===== src/rtl/boot_ldr_pkg.sv =====
package boot_ldr_pkg;

   typedef enum logic [1:0] {
      LD_HEADER = 2'd0,
      LD_PAYLOAD = 2'd1,
      LD_HOST = 2'd2,
      LD_FINISHED = 2'd3
   } ldr_state_e;

   // Header byte positions; the loader's behaviour depends on this order
   localparam int unsigned HB_PASSWORD = 0;
   localparam int unsigned HB_PAGES = 1;
   localparam int unsigned HB_CHAIN = 2;
   localparam int unsigned HB_ADDR_HI = 3;
   localparam int unsigned HB_ADDR_LO = 4;

endpackage


===== src/rtl/boot_ldr_hdr.sv =====
module boot_ldr_hdr
   import boot_ldr_pkg::*;
#(
   parameter int unsigned DATA_W = 8,
   parameter int unsigned HDR_BYTES = 8
) (
   input  logic                  clk,
   input  logic                  rst_n,
   input  logic                  take,
   input  logic [DATA_W-1:0]     byte_in,
   output logic                  at_password,
   output logic                  at_final,
   output logic [DATA_W-1:0]     pages,
   output logic                  chain_more,
   output logic [2*DATA_W-1:0]   base_addr
);
   localparam int unsigned IDX_W = (HDR_BYTES > 1) ? $clog2(HDR_BYTES) : 1;
   localparam logic [IDX_W-1:0] IDX_LAST = IDX_W'(HDR_BYTES - 1);

   logic [IDX_W-1:0]  idx_q;
   logic [DATA_W-1:0] pages_q;
   logic [DATA_W-1:0] chain_q;
   logic [DATA_W-1:0] hi_q;
   logic [DATA_W-1:0] lo_q;

   assign at_password = (idx_q == IDX_W'(HB_PASSWORD));
   assign at_final    = (idx_q == IDX_LAST);

   always_ff @(posedge clk) begin
      if (!rst_n) begin
         idx_q <= '0;
      end else if (take) begin
         idx_q <= at_final ? '0 : idx_q + 1'b1;
      end
   end

   always_ff @(posedge clk) begin
      if (!rst_n) begin
         pages_q <= '0;
         chain_q <= '0;
         hi_q    <= '0;
         lo_q    <= '0;
      end else if (take) begin
         if (idx_q == IDX_W'(HB_PAGES))   pages_q <= byte_in;
         if (idx_q == IDX_W'(HB_CHAIN))   chain_q <= byte_in;
         if (idx_q == IDX_W'(HB_ADDR_HI)) hi_q    <= byte_in;
         if (idx_q == IDX_W'(HB_ADDR_LO)) lo_q    <= byte_in;
      end
   end

   assign pages      = pages_q;
   assign chain_more = (chain_q != '0);
   assign base_addr  = {hi_q, lo_q};

endmodule


===== src/rtl/boot_ldr_addr.sv =====
module boot_ldr_addr #(
   parameter int unsigned DATA_W = 8,
   parameter int unsigned PAGE_BYTES = 32,
   parameter int unsigned HDR_BYTES = 8,
   parameter logic [DATA_W-1:0] SRAM_HI = 8'hFF
) (
   input  logic                  clk,
   input  logic                  rst_n,
   input  logic                  load,
   input  logic [2*DATA_W-1:0]   base_addr,
   input  logic [DATA_W-1:0]     pages,
   input  logic                  step,
   output logic [2*DATA_W-1:0]   addr,
   output logic                  sram_sel,
   output logic                  last_beat
);
   localparam int unsigned ADDR_W = 2 * DATA_W;
   localparam int unsigned MAX_LEN = PAGE_BYTES * (2 ** DATA_W);
   localparam int unsigned REM_W = $clog2(MAX_LEN + 1);
   localparam logic [REM_W-1:0] FIRST_LEN = REM_W'(PAGE_BYTES - HDR_BYTES);

   logic [DATA_W-1:0] extra_pages;
   logic [REM_W-1:0]  extra_len;
   logic [REM_W-1:0]  rem_q;
   logic [ADDR_W-1:0] addr_q;
   logic              sram_q;

   assign extra_pages = (pages <= DATA_W'(1)) ? '0 : pages - 1'b1;

   generate
      if ((PAGE_BYTES & (PAGE_BYTES - 1)) == 0) begin : g_len_shift
         localparam int unsigned SHIFT = $clog2(PAGE_BYTES);
         assign extra_len = REM_W'(extra_pages) << SHIFT;
      end else begin : g_len_mul
         assign extra_len = REM_W'(extra_pages) * REM_W'(PAGE_BYTES);
      end
   endgenerate

   always_ff @(posedge clk) begin
      if (!rst_n) begin
         rem_q  <= '0;
         addr_q <= '0;
         sram_q <= 1'b0;
      end else if (load) begin
         rem_q  <= FIRST_LEN + extra_len;
         addr_q <= base_addr;
         sram_q <= (base_addr[ADDR_W-1 -: DATA_W] == SRAM_HI);
      end else if (step) begin
         rem_q  <= rem_q - 1'b1;
         addr_q <= addr_q + 1'b1;
      end
   end

   assign addr      = addr_q;
   assign sram_sel  = sram_q;
   assign last_beat = (rem_q == REM_W'(1));

endmodule


===== src/rtl/boot_ldr_fsm.sv =====
module boot_ldr_fsm
   import boot_ldr_pkg::*;
(
   input  logic clk,
   input  logic rst_n,
   input  logic in_valid,
   input  logic wr_ready,
   input  logic at_password,
   input  logic at_final,
   input  logic pwd_match,
   input  logic chain_more,
   input  logic last_beat,
   output logic in_ready,
   output logic wr_valid,
   output logic hdr_take,
   output logic data_step,
   output logic addr_load,
   output logic mode_valid,
   output logic mode_eeprom,
   output logic done
);
   ldr_state_e st_q, st_d;
   logic first_q;
   logic mval_q, meep_q, done_q;
   logic judge;

   assign in_ready  = (st_q == LD_HEADER) || ((st_q == LD_PAYLOAD) && wr_ready);
   assign wr_valid  = (st_q == LD_PAYLOAD) && in_valid;
   assign hdr_take  = (st_q == LD_HEADER) && in_valid;
   assign data_step = (st_q == LD_PAYLOAD) && in_valid && wr_ready;
   assign addr_load = hdr_take && at_final;
   assign judge     = hdr_take && at_password && first_q;

   always_comb begin
      st_d = st_q;
      unique case (st_q)
         LD_HEADER: begin
            if (judge && !pwd_match) st_d = LD_HOST;
            else if (addr_load)      st_d = LD_PAYLOAD;
         end
         LD_PAYLOAD: begin
            if (data_step && last_beat) st_d = chain_more ? LD_HEADER : LD_FINISHED;
         end
         LD_HOST:     st_d = LD_HOST;
         LD_FINISHED: st_d = LD_FINISHED;
         default:     st_d = LD_HEADER;
      endcase
   end

   always_ff @(posedge clk) begin
      if (!rst_n) begin
         st_q    <= LD_HEADER;
         first_q <= 1'b1;
         mval_q  <= 1'b0;
         meep_q  <= 1'b0;
         done_q  <= 1'b0;
      end else begin
         st_q   <= st_d;
         done_q <= data_step && last_beat && !chain_more;
         if (judge) begin
            first_q <= 1'b0;
            mval_q  <= 1'b1;
            meep_q  <= pwd_match;
         end
      end
   end

   assign mode_valid  = mval_q;
   assign mode_eeprom = meep_q;
   assign done        = done_q;

endmodule


===== src/rtl/boot_image_loader.sv =====
module boot_image_loader #(
   parameter int unsigned DATA_W = 8,
   parameter int unsigned PAGE_BYTES = 32,
   parameter int unsigned HDR_BYTES = 8,
   parameter logic [DATA_W-1:0] PASSWORD = 8'hA5,
   parameter logic [DATA_W-1:0] SRAM_HI = 8'hFF
) (
   input  logic                clk,
   input  logic                rst_n,
   input  logic                in_valid,
   input  logic [DATA_W-1:0]   in_data,
   output logic                in_ready,
   output logic                wr_valid,
   input  logic                wr_ready,
   output logic [2*DATA_W-1:0] wr_addr,
   output logic [DATA_W-1:0]   wr_data,
   output logic                wr_sram,
   output logic                mode_valid,
   output logic                mode_eeprom,
   output logic                done
);
   localparam int unsigned ADDR_W = 2 * DATA_W;

   generate
      if (HDR_BYTES < 5) begin : g_bad_hdr
         $error("header must hold at least five bytes");
      end
      if (PAGE_BYTES <= HDR_BYTES) begin : g_bad_page
         $error("page must be longer than the header");
      end
      if (DATA_W < 2) begin : g_bad_width
         $error("byte width too small");
      end
   endgenerate

   logic              at_password, at_final, chain_more, last_beat;
   logic              hdr_take, data_step, addr_load;
   logic [DATA_W-1:0] pages;
   logic [ADDR_W-1:0] base_addr;
   logic              pwd_match;

   assign pwd_match = (in_data == PASSWORD);
   assign wr_data   = in_data;

   boot_ldr_hdr #(
      .DATA_W(DATA_W),
      .HDR_BYTES(HDR_BYTES)
   ) u_hdr (
      .clk(clk),
      .rst_n(rst_n),
      .take(hdr_take),
      .byte_in(in_data),
      .at_password(at_password),
      .at_final(at_final),
      .pages(pages),
      .chain_more(chain_more),
      .base_addr(base_addr)
   );

   boot_ldr_addr #(
      .DATA_W(DATA_W),
      .PAGE_BYTES(PAGE_BYTES),
      .HDR_BYTES(HDR_BYTES),
      .SRAM_HI(SRAM_HI)
   ) u_addr (
      .clk(clk),
      .rst_n(rst_n),
      .load(addr_load),
      .base_addr(base_addr),
      .pages(pages),
      .step(data_step),
      .addr(wr_addr),
      .sram_sel(wr_sram),
      .last_beat(last_beat)
   );

   boot_ldr_fsm u_fsm (
      .clk(clk),
      .rst_n(rst_n),
      .in_valid(in_valid),
      .wr_ready(wr_ready),
      .at_password(at_password),
      .at_final(at_final),
      .pwd_match(pwd_match),
      .chain_more(chain_more),
      .last_beat(last_beat),
      .in_ready(in_ready),
      .wr_valid(wr_valid),
      .hdr_take(hdr_take),
      .data_step(data_step),
      .addr_load(addr_load),
      .mode_valid(mode_valid),
      .mode_eeprom(mode_eeprom),
      .done(done)
   );

endmodule


===== config.mk =====
export PLATFORM = sky130hd
export DESIGN_NAME = boot_image_loader
export DESIGN_NICKNAME = d
export VERILOG_FILES = /design/src/rtl/boot_ldr_pkg.sv /design/src/rtl/boot_ldr_hdr.sv /design/src/rtl/boot_ldr_addr.sv /design/src/rtl/boot_ldr_fsm.sv /design/src/rtl/boot_image_loader.sv
export SDC_FILE = /design/constraint.sdc
export NUM_CORES = 1
export LEC_CHECK = 0
export CORE_MARGIN = 8
export CORE_UTILIZATION = 40
export DETAILED_ROUTE_END_ITERATION = 6
export PLACE_DENSITY_LB_ADDON = 0.12
export SKIP_LAST_GASP = 1
export SYNTH_ARGS = -nofsm -noshare
export SYNTH_HDL_FRONTEND = slang
export SYNTH_SLANG_ARGS = --single-unit

===== constraint.sdc =====
create_clock -name clk -period 2.53 [get_ports clk]
set_input_delay 0.506 -clock clk [delete_from_list [all_inputs] [get_ports clk]]
set_output_delay 0.506 -clock clk [all_outputs]
set_load 0.02 [all_outputs]

==> results.toml, run 1 <==
[logic_synthesis]
syn_nets = 456
synth_seq_area_share_pct = 40.7
syn_inst = 433
ys_ff_latch = 72
post_synth_instance_area_sq_um = 3540
async_flop_share_pct = 0
postSynthAreaPerCell_sq_um = 8.17
yosys_warnings = 0
synth_ff_type = "dfxtp_1"
ys_types = 52
synth_edf_count = 0

[detailed_routing]
ant_nets = 0
firstDrtPassIters = 5
num_vias = 3215
viasPerCell = 5.48
drtIter0Drc = 197
wl_microns = 9490
wire_per_inst_microns = 16.2
drc = 0

[timing]
final-setup-viol-count = 0
skew_ns = 0.00836
worst_slack_ns = 0.126
maxSlewHeadroom_pct = 58.7
slew_viol_final = 0
worst_slew_pin_slew_ns = 0.614
rsz0062_at_grt = "false"
min_period_ns = 2.40
finalSetupTns_ns = 0
min_period_over_period_pct = 95.0
max_freq_mhz = 416
finalHoldViolCount = 0

[min_path]
holdCritStartpoint = "u_fsm.first_q$_SDFFE_PN1P_"
hold_depth = 2
min_path_type = "reg -> reg"
holdPathEnd = "u_fsm.first_q$_SDFFE_PN1P_"

[global_route]
grt_start_max_net_pins = 46
grt.total_usage_pct = 16.2
grt_pass1_wl_microns = 15300
grt_pass1_vias = 3040
grt_remaining_overflow = 0
antenna_found_initial = 0

[cts]
clock_sinks = 72
clock-root-buffer = "clkbuf_8"
cts_setup_buffers = 0
clkTransAtPathRegs_ns = 0.08
cts_tree = "built"
clock_latency_ns = 0.35
h-tree-depth = 3
cts_resized = 0
numCtsBuffers = 9
clockBufferDepth = 2
cts_hold_buf = 0

[critical_path]
crit_type = "in -> out"
ff2ff_setup_slack_ns = 0.41
cp.arrival_ns = 1.90
r2r_start = "u_addr.rem_q[6]$_SDFFE_PN0P_"
endpoint_kind = "output pin"
path_max_fanout = 3
reg2reg_depth = 5
startpoint_type = "input pin"
worstPathRequired_ns = 2.02
r2r_end = "u_fsm.st_q[0]$_SDFFE_PN0P_"

[floorplan]
design.die.area_sq_um = 12100
fp-row-count = 34
num_io_pins = 42
start_util_pct = 41.0
fp.dieW_microns = 110
core_area_sq_um = 8640
die-height_microns = 110

[placed_design]
routabilityCongestion = 0.828
dp_hpwl_microns = 6900
place_area_sq_um = 4110
port_buffers = 41
post-place-ws_ns = 0.0385

[finish]
diodes = 0
final_cell_area_sq_um = 4360
drive_gt1_share_pct = 9.19
area_growth_pct = 23.2
n_fill_cell = 848
utilization_pct = 50.4
nNetsFinal = 497

[pwr]
irDropWorstVdd_v = 0.000287
power_leakage_nw = 1.59
power_w = 0.00264
power_density_nw_per_um2 = 607

[job]
max_cap_violations = 0

[run_status]
status = "finished clean"
==> stage by stage <==
stage               cells  hold WS [ns]
floorplan             433         0.414
global placement      571         0.423
detailed placement    571         0.438
CTS                   587         0.450
global route          587         0.483
finish                587         0.447
==> worst max-delay path: stages <==
cell and delay, ns:
clkdlybuf4s50_1 0.57, inv_1 0.07, a21oi_1 0.14, clkdlybuf4s50_1 0.61
==> registers in the layout, indices dropped and copies added, names as in the netlist, 2 cells and up <==
register / flops
u_hdr.idx_q: 3
u_hdr.pages: 8
u_addr.rem_q: 14
u_addr.addr: 16
u_hdr.hi_q: 8
u_hdr.chain_q: 8
u_hdr.lo_q: 8
u_fsm.st_q: 2
==> Yosys cell counts, types with 4 or more instances <==
| cell | instances | area share, % |
|---|---|---|
| nand4_1 | 10 | 1.8 |
| dfxtp_1 | 72 | 41 |
| nand2_1 | 57 | 6.0 |
| xnor2_1 | 14 | 3.5 |
| and4_1 | 4 | 0.99 |
| nor4_1 | 7 | 1.2 |
| clkbuf_1 | 17 | 1.8 |
| and3_1 | 4 | 0.71 |
| xor2_1 | 6 | 1.5 |
| nor3_1 | 6 | 0.85 |
| and2_1 | 5 | 0.88 |
| a21oi_1 | 49 | 6.9 |
| buf_2 | 4 | 0.57 |
| buf_4 | 8 | 1.7 |
| nand3_1 | 25 | 3.5 |
| o21ai_0 | 16 | 2.3 |
| inv_1 | 11 | 1.2 |
| nor2_1 | 47 | 5.0 |
| mux2i_1 | 11 | 3.1 |
| ha_1 | 11 | 3.9 |
==> worst max path at each step <==
stage	startpoint	cells after the start	endpoint
6_report	wr_ready	4	in_ready
5_1_grt	wr_ready	4	in_ready
4_1_cts	wr_ready	4	in_ready
3_5_place_dp	wr_ready	6	u_fsm.st_q[0]$_SDFFE_PN0P_
3_3_place_gp	wr_ready	6	u_fsm.st_q[0]$_SDFFE_PN0P_
2_1_floorplan	wr_ready	5	u_fsm.st_q[0]$_SDFFE_PN0P_
==> routing by layer <==
metal | track usage [%] | part of all wire (%)
met4 | 4.92 | 0.99
met3 | 3.95 | 6.6
met2 | 25.9 | 46
met1 | 21.2 | 46
met5 | 0 | 0
==> logic make-up (layout without fill, tap and decap cells) <==
kind of cell    count (synthesis)  count (layout)  share of synthesized area [%]
compound gates                 88              88                           14.3
buf+inv                        44              90                           5.91
xor+xnor                       20              20                           4.95
fa+ha+maj                      11              11                           3.89
simple gates                  186             186                           26.7
mux                            12              12                           3.43
flops                          72              72                           40.7
==> cell usage in the layout (no fill, tap or decap), drive strengths merged, types with 13 or more instances in the layout <==
| cell type | n |
|---|---|
| a21oi | 49 |
| buf | 21 |
| clkdlybuf4s50 | 41 |
| dfxtp | 72 |
| inv | 13 |
| nand2 | 57 |
| nand3 | 25 |
| nor2 | 47 |
| o21ai | 16 |
| xnor2 | 14 |
==> final cells by class <==
class	instances	area [sq um]	share of cell area, %
multi-input cells	317	1890	43.3
repair buffers	62	606	13.9
inverters	12	45.0	1.03
well taps	108	135	3.10
flip-flops and latches	72	1440	33.1
clock inverters	6	115	2.64
clock buffers	10	128	2.93
==> where the power goes <==
| group | internal, W | switching [W] | leakage (nW) |
|---|---|---|---|
| logic | 0.000141 | 0.000178 | 0.892 |
| clock network | 0.000663 | 0.000466 | 0.117 |
| registers | 0.00116 | 0.0000315 | 0.582 |
Power figures use the tool's default switching activity.
==> run 2, diff against run 1 <==
--- a/config.mk
+++ b/config.mk
@@ -6,7 +6,7 @@
 export NUM_CORES = 1
 export LEC_CHECK = 0
 export CORE_MARGIN = 8
-export CORE_UTILIZATION = 40
+export CORE_UTILIZATION = 50
 export DETAILED_ROUTE_END_ITERATION = 6
 export PLACE_DENSITY_LB_ADDON = 0.12
 export SKIP_LAST_GASP = 1
==> results.toml, run 2 (synthesis gave the netlist of run 1 again) <==
[floorplan]
core_area_sq_um = 6830
fp.dieW_microns = 100
design.die.area_sq_um = 10000
fp-row-count = 30
num_io_pins = 42
start_util_pct = 51.8
die-height_microns = 100

[pwr]
power_leakage_nw = 1.60
p_int_w = 0.00188
power_density_nw_per_um2 = 592
irDropWorstVdd_v = 0.000439
p_switching_w = 0.000691
swShare_pct = 26.9
combPwrFrac_pct = 12.9
p_seq_share_pct = 46.6
pwr-share-clk_pct = 40.5

[timing]
rsz0062_at_grt = "false"
worst_slew_pin_slew_ns = 0.605
min_period_over_period_pct = 94.5
finalHoldViolCount = 0
maxSlewHeadroom_pct = 59.3
slew_viol_final = 0
final-setup-viol-count = 0
max_freq_mhz = 418
min_period_ns = 2.39
skew_ns = 0.0133
finalSetupTns_ns = 0

[cts]
cts_hold_buf = 0
clock_sinks = 72
clock-root-buffer = "clkbuf_8"
h-tree-depth = 3
clock_latency_ns = 0.36
clkTransAtPathRegs_ns = 0.08
numCtsBuffers = 9
cts_resized = 0
clockBufferDepth = 2
cts_setup_buffers = 0
cts_tree = "built"

[finish]
nNetsFinal = 499
multi_input_area_sq_um = 1890
mostFrequentLayoutCells = "dfxtp_1, nand2_1, a21oi_1"
seqCellArea_sq_um = 1440
n_fill_cell = 634
area_growth_pct = 22.7
drive_gt1_share_pct = 9.77
layout.cells.most_common = "dfxtp_1"
largest_reg_flops = 16
utilization_pct = 63.6
diodes = 0

[global_route]
grt_remaining_overflow = 0
grt_pass1_wl_microns = 15000
antenna_found_initial = 0
grt_start_max_net_pins = 40
grt.total_usage_pct = 18.6
grt_pass1_vias = 3032

[critical_path]
crit_chain = "clkdlybuf4s50_1 > and3b_1 > clkdlybuf4s50_1"
worstPathRequired_ns = 2.02
crit_type = "in -> out"
startpoint = "in_valid"
critPathMaxStageDelay_ns = 0.60
reg2reg_depth = 5
path_common_cell = "clkdlybuf4s50_1"
cp.arrival_ns = 1.89
path_max_fanout = 5
endpoint_kind = "output pin"
startpoint_type = "input pin"
crit_path_top_delay_cell = "clkdlybuf4s50_1"
r2r_start = "u_addr.rem_q[6]$_SDFFE_PN0P_"

[detailed_routing]
num_vias = 3221
firstDrtPassIters = 4
viasPerCell = 5.58
drc = 0
drtIter0Drc = 192
wl_microns = 8960
ant_nets = 0
wire_per_inst_microns = 15.5

[placed_design]
port_buffers = 41
dp_hpwl_microns = 6480
routabilityCongestion = 0.815

[min_path]
hold_depth = 2
holdCritStartpoint = "u_fsm.first_q$_SDFFE_PN1P_"
min_path_type = "reg -> reg"

[job]
max_cap_violations = 0

[run_status]
status = "finished clean"
[run 2: changes by cell type in the layout (fill, tap and decap cells not counted), sizes merged]
cell | before | now
bufinv | 3 | 2
buf | 21 | 23
inv | 13 | 12
clkinv | 1 | 5
clkbuf | 10 | 9
clkinvlp | 1 | 0
[run 2: final timing paths]
check	end	slack [ns]
min	u_fsm.first_q$_SDFFE_PN1P_	0.44
max	wr_valid	0.14
min reg2reg	u_fsm.first_q$_SDFFE_PN1P_	0.44
max reg2reg	u_fsm.st_q[0]$_SDFFE_PN0P_	0.51
[run 2: layout make-up]
type	count	share of cell area (%)
Clock inverter	7	2.39
Timing Repair Buffer	64	14.3
Tap cell	96	2.77
Clock buffer	9	2.85
Sequential cell	72	33.2
Multi-Input combinational cell	317	43.5
Inverter	12	1.04
[run 2: per-layer routing]
layer | routed length, microns | track usage [%]
met1 | 4410 | 24.2
met2 | 3950 | 28.8
met3 | 434 | 4.08
met4 | 157 | 8.02
met5 | 0 | 0
[run 2: critical path: cells and delay by family]
family | cells | cell delay, ns
buffers and inverters | 2 | 1.19
and+or+nand+nor | 1 | 0.19
[run 2: power groups by stage]
stage | logic, W | clock network, W | registers, W
2_1_floorplan | 0.000212 | 0 | 0.00121
3_3_place_gp | 0.000320 | 0 | 0.00122
3_5_place_dp | 0.000328 | 0 | 0.00122
4_1_cts | 0.000331 | 0.00105 | 0.00120
5_1_grt | 0.000361 | 0.00111 | 0.00120
6_report | 0.000330 | 0.00104 | 0.00120
[run 2: stage by stage]
| step | hold slack, ns | instance area, sq um | worst slack (ns) | instances | total power [W] |
|---|---|---|---|---|---|
| CTS | 0.443 | 4340 | 0.123 | 577 | 0.00258 |
| detailed placement | 0.429 | 4110 | 0.0120 | 561 | 0.00155 |
| floorplan | 0.414 | 3540 | 0.659 | 433 | 0.00143 |
| global route | 0.473 | 4340 | 0.0695 | 577 | 0.00267 |
| global placement | 0.423 | 4110 | 0.0902 | 561 | 0.00154 |
| finish | 0.443 | 4340 | 0.139 | 577 | 0.00257 |
==> run 3, diff against run 2 <==
--- a/config.mk
+++ b/config.mk
@@ -5,8 +5,9 @@
 export SDC_FILE = /design/constraint.sdc
 export NUM_CORES = 1
 export LEC_CHECK = 0
+export ABC_AREA = 0
 export CORE_MARGIN = 8
-export CORE_UTILIZATION = 50
+export CORE_UTILIZATION = 40
 export DETAILED_ROUTE_END_ITERATION = 6
 export PLACE_DENSITY_LB_ADDON = 0.12
 export SKIP_LAST_GASP = 1
==> results of run 3 <==
Final layout, timing and power as in run 1 (identical DEF).
